==> config.mk <==
export PLATFORM = sky130hd
export DESIGN_NAME = adc_seq_ctrl
export DESIGN_NICKNAME = d
export VERILOG_FILES = /design/src/rtl/adc_seq_pkg.sv /design/src/rtl/adc_seq_regs.sv /design/src/rtl/adc_seq_fsm.sv /design/src/rtl/adc_seq_ctrl.sv
export SDC_FILE = /design/constraint.sdc
export NUM_CORES = 1
export LEC_CHECK = 0
export BUFFER_PORTS_ARGS = -buffer_cell sky130_fd_sc_hd__buf_2
export CAP_MARGIN = 15
export CORE_UTILIZATION = 41
export DETAILED_ROUTE_END_ITERATION = 12
export GPL_TIMING_DRIVEN = 1
export PLACE_DENSITY = 0.76
export SYNTH_ARGS = -nofsm -noshare
export SYNTH_HDL_FRONTEND = slang
export SYNTH_HIERARCHICAL = 1
export SYNTH_SLANG_ARGS = --single-unit
==> constraint.sdc <==
create_clock -name clk -period 1.46 [get_ports clk]
set_clock_uncertainty 0.15 [all_clocks]
set_input_delay 0.146 -clock clk [delete_from_list [all_inputs] [get_ports clk]]
set_output_delay 0.146 -clock clk [all_outputs]
set_load 0.05 [all_outputs]
==> src/rtl/adc_seq_pkg.sv <==
package adc_seq_pkg;
    localparam logic [7:0] ADR_CTRL = 8'h00;
    localparam logic [7:0] ADR_CFG  = 8'h04;
    localparam logic [7:0] ADR_DATA = 8'h4C;
    localparam logic [7:0] ADR_IEN  = 8'h50;
    localparam logic [7:0] ADR_ICLR = 8'h54;
    localparam logic [7:0] ADR_MSTS = 8'h58;
    localparam logic [7:0] ADR_RSTS = 8'h5C;

    typedef enum logic {SEQ_IDLE, SEQ_WAIT} seq_state_e;
endpackage

==> src/rtl/adc_seq_regs.sv <==
module adc_seq_regs
    import adc_seq_pkg::*;
#(
    parameter int BUS_W        = 32,
    parameter int CHAN_W       = 5,
    parameter int DATA_W       = 12,
    parameter bit SCALE_NARROW = 1'b0
) (
    input  logic              clk,
    input  logic              rst_n,
    input  logic              bus_wr,
    input  logic [7:0]        bus_addr,
    input  logic [BUS_W-1:0]  bus_wdata,
    output logic [BUS_W-1:0]  bus_rdata,
    input  logic              busy,
    input  logic              raw_done,
    input  logic [DATA_W-1:0] result,
    output logic              en,
    output logic              ien,
    output logic              run_req,
    output logic              clr_done,
    output logic [CHAN_W-1:0] cfg_chan,
    output logic [1:0]        cfg_scale
);
    localparam int SCALE_W   = SCALE_NARROW ? 1 : 2;
    localparam int SCALE_LSB = SCALE_NARROW ? 5 : 9;

    typedef struct packed {
        logic              en;
        logic              mode12;
        logic [3:0]        runcnt;
        logic [CHAN_W-1:0] chan;
        logic [1:0]        scale;
        logic              ien;
    } regs_t;

    regs_t r_d, r_q;
    logic  unused_wbits;

    assign unused_wbits = ^bus_wdata;

    always_comb begin
        r_d      = r_q;
        run_req  = 1'b0;
        clr_done = 1'b0;
        if (bus_wr) begin
            case (bus_addr)
                ADR_CTRL: begin
                    r_d.en     = bus_wdata[0];
                    r_d.mode12 = bus_wdata[2];
                    r_d.runcnt = bus_wdata[7:4];
                    run_req    = bus_wdata[0] & bus_wdata[1] & ~busy;
                end
                ADR_CFG: begin
                    r_d.chan  = bus_wdata[CHAN_W-1:0];
                    r_d.scale = '0;
                    r_d.scale[SCALE_W-1:0] = bus_wdata[SCALE_LSB +: SCALE_W];
                end
                ADR_IEN:  r_d.ien = bus_wdata[0];
                ADR_ICLR: clr_done = bus_wdata[0];
                default: ;
            endcase
        end
    end

    always_comb begin
        bus_rdata = '0;
        case (bus_addr)
            ADR_CTRL: begin
                bus_rdata[0]   = r_q.en;
                bus_rdata[1]   = busy;
                bus_rdata[2]   = r_q.mode12;
                bus_rdata[7:4] = r_q.runcnt;
            end
            ADR_CFG: begin
                bus_rdata[CHAN_W-1:0]          = r_q.chan;
                bus_rdata[SCALE_LSB +: SCALE_W] = r_q.scale[SCALE_W-1:0];
            end
            ADR_DATA: bus_rdata[DATA_W-1:0] = result;
            ADR_IEN:  bus_rdata[0] = r_q.ien;
            ADR_MSTS: bus_rdata[0] = raw_done & r_q.ien;
            ADR_RSTS: bus_rdata[0] = raw_done;
            default: ;
        endcase
    end

    always_ff @(posedge clk) begin
        if (!rst_n) r_q <= '0;
        else        r_q <= r_d;
    end

    assign en        = r_q.en;
    assign ien       = r_q.ien;
    assign cfg_chan  = r_q.chan;
    assign cfg_scale = r_q.scale;
endmodule

==> src/rtl/adc_seq_fsm.sv <==
module adc_seq_fsm
    import adc_seq_pkg::*;
#(
    parameter int CHAN_W = 5,
    parameter int DATA_W = 12
) (
    input  logic              clk,
    input  logic              rst_n,
    input  logic              en,
    input  logic              run_req,
    input  logic              clr_done,
    input  logic [CHAN_W-1:0] cfg_chan,
    input  logic [1:0]        cfg_scale,
    input  logic              conv_done,
    input  logic [DATA_W-1:0] conv_data,
    output logic              conv_start,
    output logic [CHAN_W-1:0] conv_chan,
    output logic [1:0]        conv_scale,
    output logic              busy,
    output logic              raw_done,
    output logic [DATA_W-1:0] result
);
    typedef struct packed {
        seq_state_e        state;
        logic              start;
        logic [CHAN_W-1:0] chan;
        logic [1:0]        scale;
        logic [DATA_W-1:0] data;
        logic              raw;
    } seq_t;

    seq_t s_d, s_q;

    always_comb begin
        s_d       = s_q;
        s_d.start = 1'b0;
        if (clr_done) s_d.raw = 1'b0;
        case (s_q.state)
            SEQ_IDLE: begin
                if (run_req) begin
                    s_d.state = SEQ_WAIT;
                    s_d.start = 1'b1;
                    s_d.chan  = cfg_chan;
                    s_d.scale = cfg_scale;
                end
            end
            SEQ_WAIT: begin
                if (!en) begin
                    s_d.state = SEQ_IDLE;
                end else if (conv_done && !s_q.start) begin
                    s_d.state = SEQ_IDLE;
                    s_d.data  = conv_data;
                    s_d.raw   = 1'b1;
                end
            end
            default: s_d.state = SEQ_IDLE;
        endcase
    end

    always_ff @(posedge clk) begin
        if (!rst_n) s_q <= '0;
        else        s_q <= s_d;
    end

    assign conv_start = s_q.start;
    assign conv_chan  = s_q.chan;
    assign conv_scale = s_q.scale;
    assign busy       = (s_q.state == SEQ_WAIT);
    assign raw_done   = s_q.raw;
    assign result     = s_q.data;
endmodule

==> src/rtl/adc_seq_ctrl.sv <==
module adc_seq_ctrl #(
    parameter int BUS_W        = 32,
    parameter int CHAN_W       = 5,
    parameter int DATA_W       = 12,
    parameter bit SCALE_NARROW = 1'b0
) (
    input  logic              clk,
    input  logic              rst_n,
    input  logic              bus_wr,
    input  logic [7:0]        bus_addr,
    input  logic [BUS_W-1:0]  bus_wdata,
    output logic [BUS_W-1:0]  bus_rdata,
    output logic              conv_start,
    output logic [CHAN_W-1:0] conv_chan,
    output logic [1:0]        conv_scale,
    input  logic              conv_done,
    input  logic [DATA_W-1:0] conv_data,
    output logic              irq
);
    logic              en, ien, run_req, clr_done, busy, raw_done;
    logic [CHAN_W-1:0] cfg_chan;
    logic [1:0]        cfg_scale;
    logic [DATA_W-1:0] result;

    adc_seq_regs #(
        .BUS_W(BUS_W), .CHAN_W(CHAN_W), .DATA_W(DATA_W), .SCALE_NARROW(SCALE_NARROW)
    ) u_regs (
        .clk(clk), .rst_n(rst_n), .bus_wr(bus_wr), .bus_addr(bus_addr),
        .bus_wdata(bus_wdata), .bus_rdata(bus_rdata), .busy(busy),
        .raw_done(raw_done), .result(result), .en(en), .ien(ien),
        .run_req(run_req), .clr_done(clr_done), .cfg_chan(cfg_chan),
        .cfg_scale(cfg_scale)
    );

    adc_seq_fsm #(.CHAN_W(CHAN_W), .DATA_W(DATA_W)) u_fsm (
        .clk(clk), .rst_n(rst_n), .en(en), .run_req(run_req),
        .clr_done(clr_done), .cfg_chan(cfg_chan), .cfg_scale(cfg_scale),
        .conv_done(conv_done), .conv_data(conv_data), .conv_start(conv_start),
        .conv_chan(conv_chan), .conv_scale(conv_scale), .busy(busy),
        .raw_done(raw_done), .result(result)
    );

    assign irq = raw_done & ien;
endmodule

# Yosys cells after proc, flatten, opt, wreduce, memory -nomap -nowiden
# Cells that the tools add are included.
# W data, S select, Z words.
[classes]
n_addsub = 0
multipliers = 0
div = 0
magnitude_cmp = 0
n_eq_ne = 6
shifts = 0
mux = 20
bitwise_logic = 5
reduce_logical = 9
[op_table]
columns = ["op", "count"]
rows = [
  ["$eq A8 B7 Y1 const B", 5],
  ["$mux W1", 12],
  ["$mux W9", 1],
  ["$eq A8 B3 Y1 const B", 1],
  ["$logic_not A8 Y1", 1],
  ["$reduce_and A2 Y1", 4],
  ["$pmux W1 S6", 1],
  ["$pmux W2 S3", 1],
  ["$pmux W3 S2", 1],
  ["$pmux W1 S2", 2],
  ["$pmux W2 S2", 1],
  ["$and A1 B1 Y1", 3],
  ["$pmux W1 S3", 1],
  ["$reduce_and A3 Y1", 1],
  ["$not A1 Y1", 2],
  ["$reduce_or A2 Y1", 1],
  ["$logic_and A1 B1 Y1", 1],
  ["$logic_not A1 Y1", 1],
]
[word_totals]
register_bits = 36
latchBits = 0
ram_bits = 0
rom_bits = 0
out_inout_bits = 41
wordCells = 52
mem_count = 0

# Depth between registers and ports, before layout
[depth]
depth_word = 7
depth_mapped = 8
mapped_depth_nobuf = 6

# Cells and area by module
# The synthesis kept the hierarchy.
[by_module_without_submodules]
columns = ["mod", "n_inst", "cells_per_inst", "area_each_um2"]
rows = [
  ["adc_seq_regs", 1, 125, 1064.8],
  ["adc_seq_fsm", 1, 96, 858.3],
  ["adc_seq_ctrl", 1, 1, 6.3],
]

# Worst setup path after synthesis
# Ideal clock, no wire load.
[synth_timing]
path_type = "input-to-output"
startpoint = "in bus_addr[5]"
endpoint = "out bus_rdata[1]"
arrival_ns = 1.886
required_ns = 1.164
setup_slack_ns = -0.722
stages = 4
path_buffers = 1
path_cell_list = "or4_1 -> buf_2 -> or2_2 -> o2bb2ai_1"
[synth_via]
elab_chain_len = 2
elab_cells_between_ends = 4
cone_classes = "eq/ne (2); mux (1); reduce/logical (1)"
[synth_rtl]
columns = ["item", "line_no", "source"]
rows = [
  ["start, declared", "adc_seq_ctrl.sv:10", "input logic [7:0] bus_addr,"],
  ["$eq A8 B7 Y1 (tied with other cells)", "adc_seq_regs.sv:68", "case (bus_addr)"],
  ["$pmux W2 S3 (*)", "adc_seq_regs.sv:68", ""],
  ["end, declared", "adc_seq_ctrl.sv:12", "output logic [BUS_W-1:0] bus_rdata,"],
]
# Mark *: on every way between the ends. The rest lies on a longest branch, timed or not.

# Final worst setup path
[layout_timing]
startpoint = "in bus_addr[5]"
endpoint = "out bus_rdata[3]"
[layout_via]
elab_chain_len = 2
elab_cells_between_ends = 3
cone_classes = "eq/ne (2); mux (1)"
[layout_rtl]
columns = ["item", "line_no"]
rows = [
  ["$eq A8 B7 Y1 / $eq A8 B3 Y1 (equally long branches)", "adc_seq_regs.sv:68"],
  ["$pmux W1 S2 (*)", "adc_seq_regs.sv:68"],
]
# Marked as above.

==> impl_metrics.csv <==
group,metric,value,unit
timing,hold_viol_final,0,
timing,setup_viol,27,
timing,grt_setup_unrepaired,"true",
cells_and_area,final_common_cell,"nand2_1",
grt,grt_usage,19.73,%
routing,route.detailed.drc,0,
routing,drt_first_pass_iters,4,
clock_network,cts_tree,"done",
setup_path,crit_type,"in2out",
pwr,p_seq_share,49.8,%
routing,wl_per_cell,12.95,um
grt,grt-ovfl-total,0,
grt,grt_max_degree,59,
cells_and_area,antennaDiodeCount,0,
logic_synthesis,synth_area_per_cell,8.691,um2
floorplanning,die_y,70.60,um
pwr,swShare,27.40,%
clock_network,cts_inserted_buffers,5,
logic_synthesis,ys_warn_count,6,
routing,drtIter0Drc,60,
placement,place_congestion,0.7650,
setup_path,cp_max_fo,12,
pwr,power_density,696.7,mW/mm2
logic_synthesis,seq_area_frac_synth,37.35,%
routing,drt.antenna.violating_nets,0,
timing,clock.fmax,0.5652,GHz
timing,tns,-5.044,ns
logic_synthesis,synth_seq_cells,36,
placement,preCtsSetupSlack,-0.4325,ns
pwr,ir_drop,416.2,uV
logic_synthesis,netlist_instances,222,
clock_network,clk_pin_slew,0.07,ns
grt,grt_use_met3,5.840,%
cells_and_area,final_layout_size_suffix_gt1_share,36.39,%
setup_path,cp.required,1.16,ns
cells_and_area,mostFrequentLayoutCells,"nand2_1 (52), buf_2 (37), dfxtp_1 (36), dlygate4sd3_1 (21), conb_1 (20)",
floorplanning,fp.coreArea,0.004444,mm2
grt,grtUsageMet1,23.28,%
routing,num_vias,1715,
clock_network,cts-root-buf,"clkbuf_8",
flow_run,drv_cap,0,
clock_network,htree_levels,2,
floorplanning,die_x,70.60,um
grt,gr-usage-met2,35.06,%
grt,grt_pass1_vias,1679,
min_path,hold_start,"bus_wdata[0]",
logic_synthesis,synth_area,0.001929,mm2
grt,busiest_layer,"met2",
timing,maxSlewViolCount,0,
setup_path,end_kind,"output port",
floorplanning,pin_count,97,
grt,grt_antenna_before_repair,0,
pwr,switchingPower,540.5,uW
pwr,power.internal,1432,uW
timing,post-route-period-util,121.2,%
clock_network,clk_latency,0.28,ns
cells_and_area,final_nets,361,
floorplanning,rows,24,
placement,dp_hpwl,3065,um
floorplanning,initial_core_util,43.41,%
placement,port_buffers,54,
routing,wirelength,4624,um
clock_network,clock_sinks,36,
outcome,violations,"setup timing",
floorplanning,die_area,0.004984,mm2
timing,fin_crit,1.769,ns
grt,grt_pass1_wl,7645,um
logic_synthesis,synth.distinct_cells,36,
setup_path,critPathLaunchType,"primary input",
setup_path,startpoint,"bus_addr[5]",
cells_and_area,area_growth,46.76,%
clock_network,max-clock-path-buffers,2,
routing,vias_per_cell,4.804,
pwr,p_comb_share,16.7,%
setup_path,crit_arrival,1.47,ns
setup_path,reg2reg_from,"u_fsm/busy$_SDFF_PN0_",
pwr,leakage,0.001314,uW
pwr,power.clock.fraction,33.5,%
min_path,worstHoldPathType,"in2reg",
outcome,outcome,"complete, but fails checks",
timing,layout_setup_ws,-0.3094,ns
critical path: stages:
cell and delay [ns]:
buf_8 0.10, or3b_4 0.40, nor4_4 0.33, buf_12 0.20, a32o_2 0.14, buf_6 0.16
cells by family after synthesis:
logic type,after synthesis,synth area share [%]
flops,36,37.35
other cells,1,0.1944
simple gates,94,25.62
compound gates,31,12.13
mux,19,9.857
buf+inv,41,14.85
power groups by stage:
stage / Clock, uW / Sequential (uW) / Combinational, uW
2_1_floorplan: 0 / 1000 / 231
3_3_place_gp: 0 / 1000 / 268
3_5_place_dp: 0 / 1000 / 270
4_1_cts: 677 / 982 / 325
5_1_grt: 726 / 982 / 349
6_report: 662 / 982 / 329
stage by stage:
step / cells / instance area, um2 / hold WS, ns / power [uW] / utilization, %
3_3_place_gp: 328 / 2369 / 0.2327 / 1273 / 53.29
2_1_floorplan: 241 / 2152 / 0.1286 / 1236 / -
5_1_grt: 357 / 2831 / 0.06683 / 2056 / 63.71
3_5_place_dp: 328 / 2369 / 0.2376 / 1275 / 53.29
6_report: 357 / 2831 / 0.04565 / 1973 / 63.71
4_1_cts: 358 / 2819 / 0.04356 / 1984 / 63.43
what timing repair did:
item | in CTS | in global routing
setup buffers | 2 | 1
setup endpoints to repair | 26 | 28
hold buffers | 21 | 0
gates cloned | 0 | 0
pin swaps | 3 | 2
endpoints found under the hold margin | 21 | 0
gates resized for setup | 43 | 7
final timing paths:
path                                     end  slack [ns]  depth (start not counted)
min          u_regs/cfg_chan[0]$_SDFFE_PN0P_        0.05                          3
max                             bus_rdata[3]       -0.31                          6
max reg2reg  u_fsm/conv_chan[4]$_SDFFE_PN0P_        0.12                          5
min reg2reg  u_fsm/conv_chan[0]$_SDFFE_PN0P_        0.30                          2
cells in the mapped netlist (all sizes together):
cell type | instances | area share (%)
nor4bb | 1 | 0.52
buf | 37 | 14
or3b | 1 | 0.45
or2 | 2 | 0.65
o21ai | 12 | 3.9
nand2 | 52 | 10
a211o | 1 | 0.45
mux2i | 19 | 9.9
nor4b | 2 | 1.2
nor2 | 1 | 0.19
and2 | 4 | 1.3
clkbuf | 4 | 0.84
nor4 | 2 | 0.97
conb | 1 | 0.19
a21boi | 9 | 3.5
nand3b | 2 | 0.78
a32o | 3 | 1.6
and4 | 1 | 0.45
a22o | 3 | 1.4
or3 | 1 | 0.32
nand2b | 3 | 0.97
nor3b | 1 | 0.97
nor2b | 2 | 0.65
o2bb2ai | 3 | 1.4
dfxtp | 36 | 37
nand4b | 1 | 1.2
nor3 | 3 | 0.78
or4 | 1 | 0.39
nand3 | 14 | 3.6
flip-flops by register name, summed over array words and instances, names as in the netlist, 2 cells and up:
name and count:
u_fsm/conv_chan 5, u_regs/cfg_scale 2, u_fsm/result 12, u_regs/r_q 5
u_regs/cfg_chan 5, u_fsm/conv_scale 2
layer usage:
metal | vias to the layer above | wire, um | part of all wire [%]
met3 | 9 | 226 | 4.9
met2 | 48 | 2294 | 50
li1 | 877 | - | -
met1 | 781 | 2046 | 44
met4 | 0 | 57 | 1.2
met5 | - | 0 | 0
layout make-up:
class / instances / area [um2]
Multi-Input combinational cell: 164 / 1131
Fill cell: 358 / 1613
Sequential cell: 36 / 720.7
Clock inverter: 1 / 5.005
Tap cell: 52 / 65.06
Clock buffer: 6 / 72.57
Timing Repair Buffer: 98 / 837.1
Power figures use the tool's default switching activity.
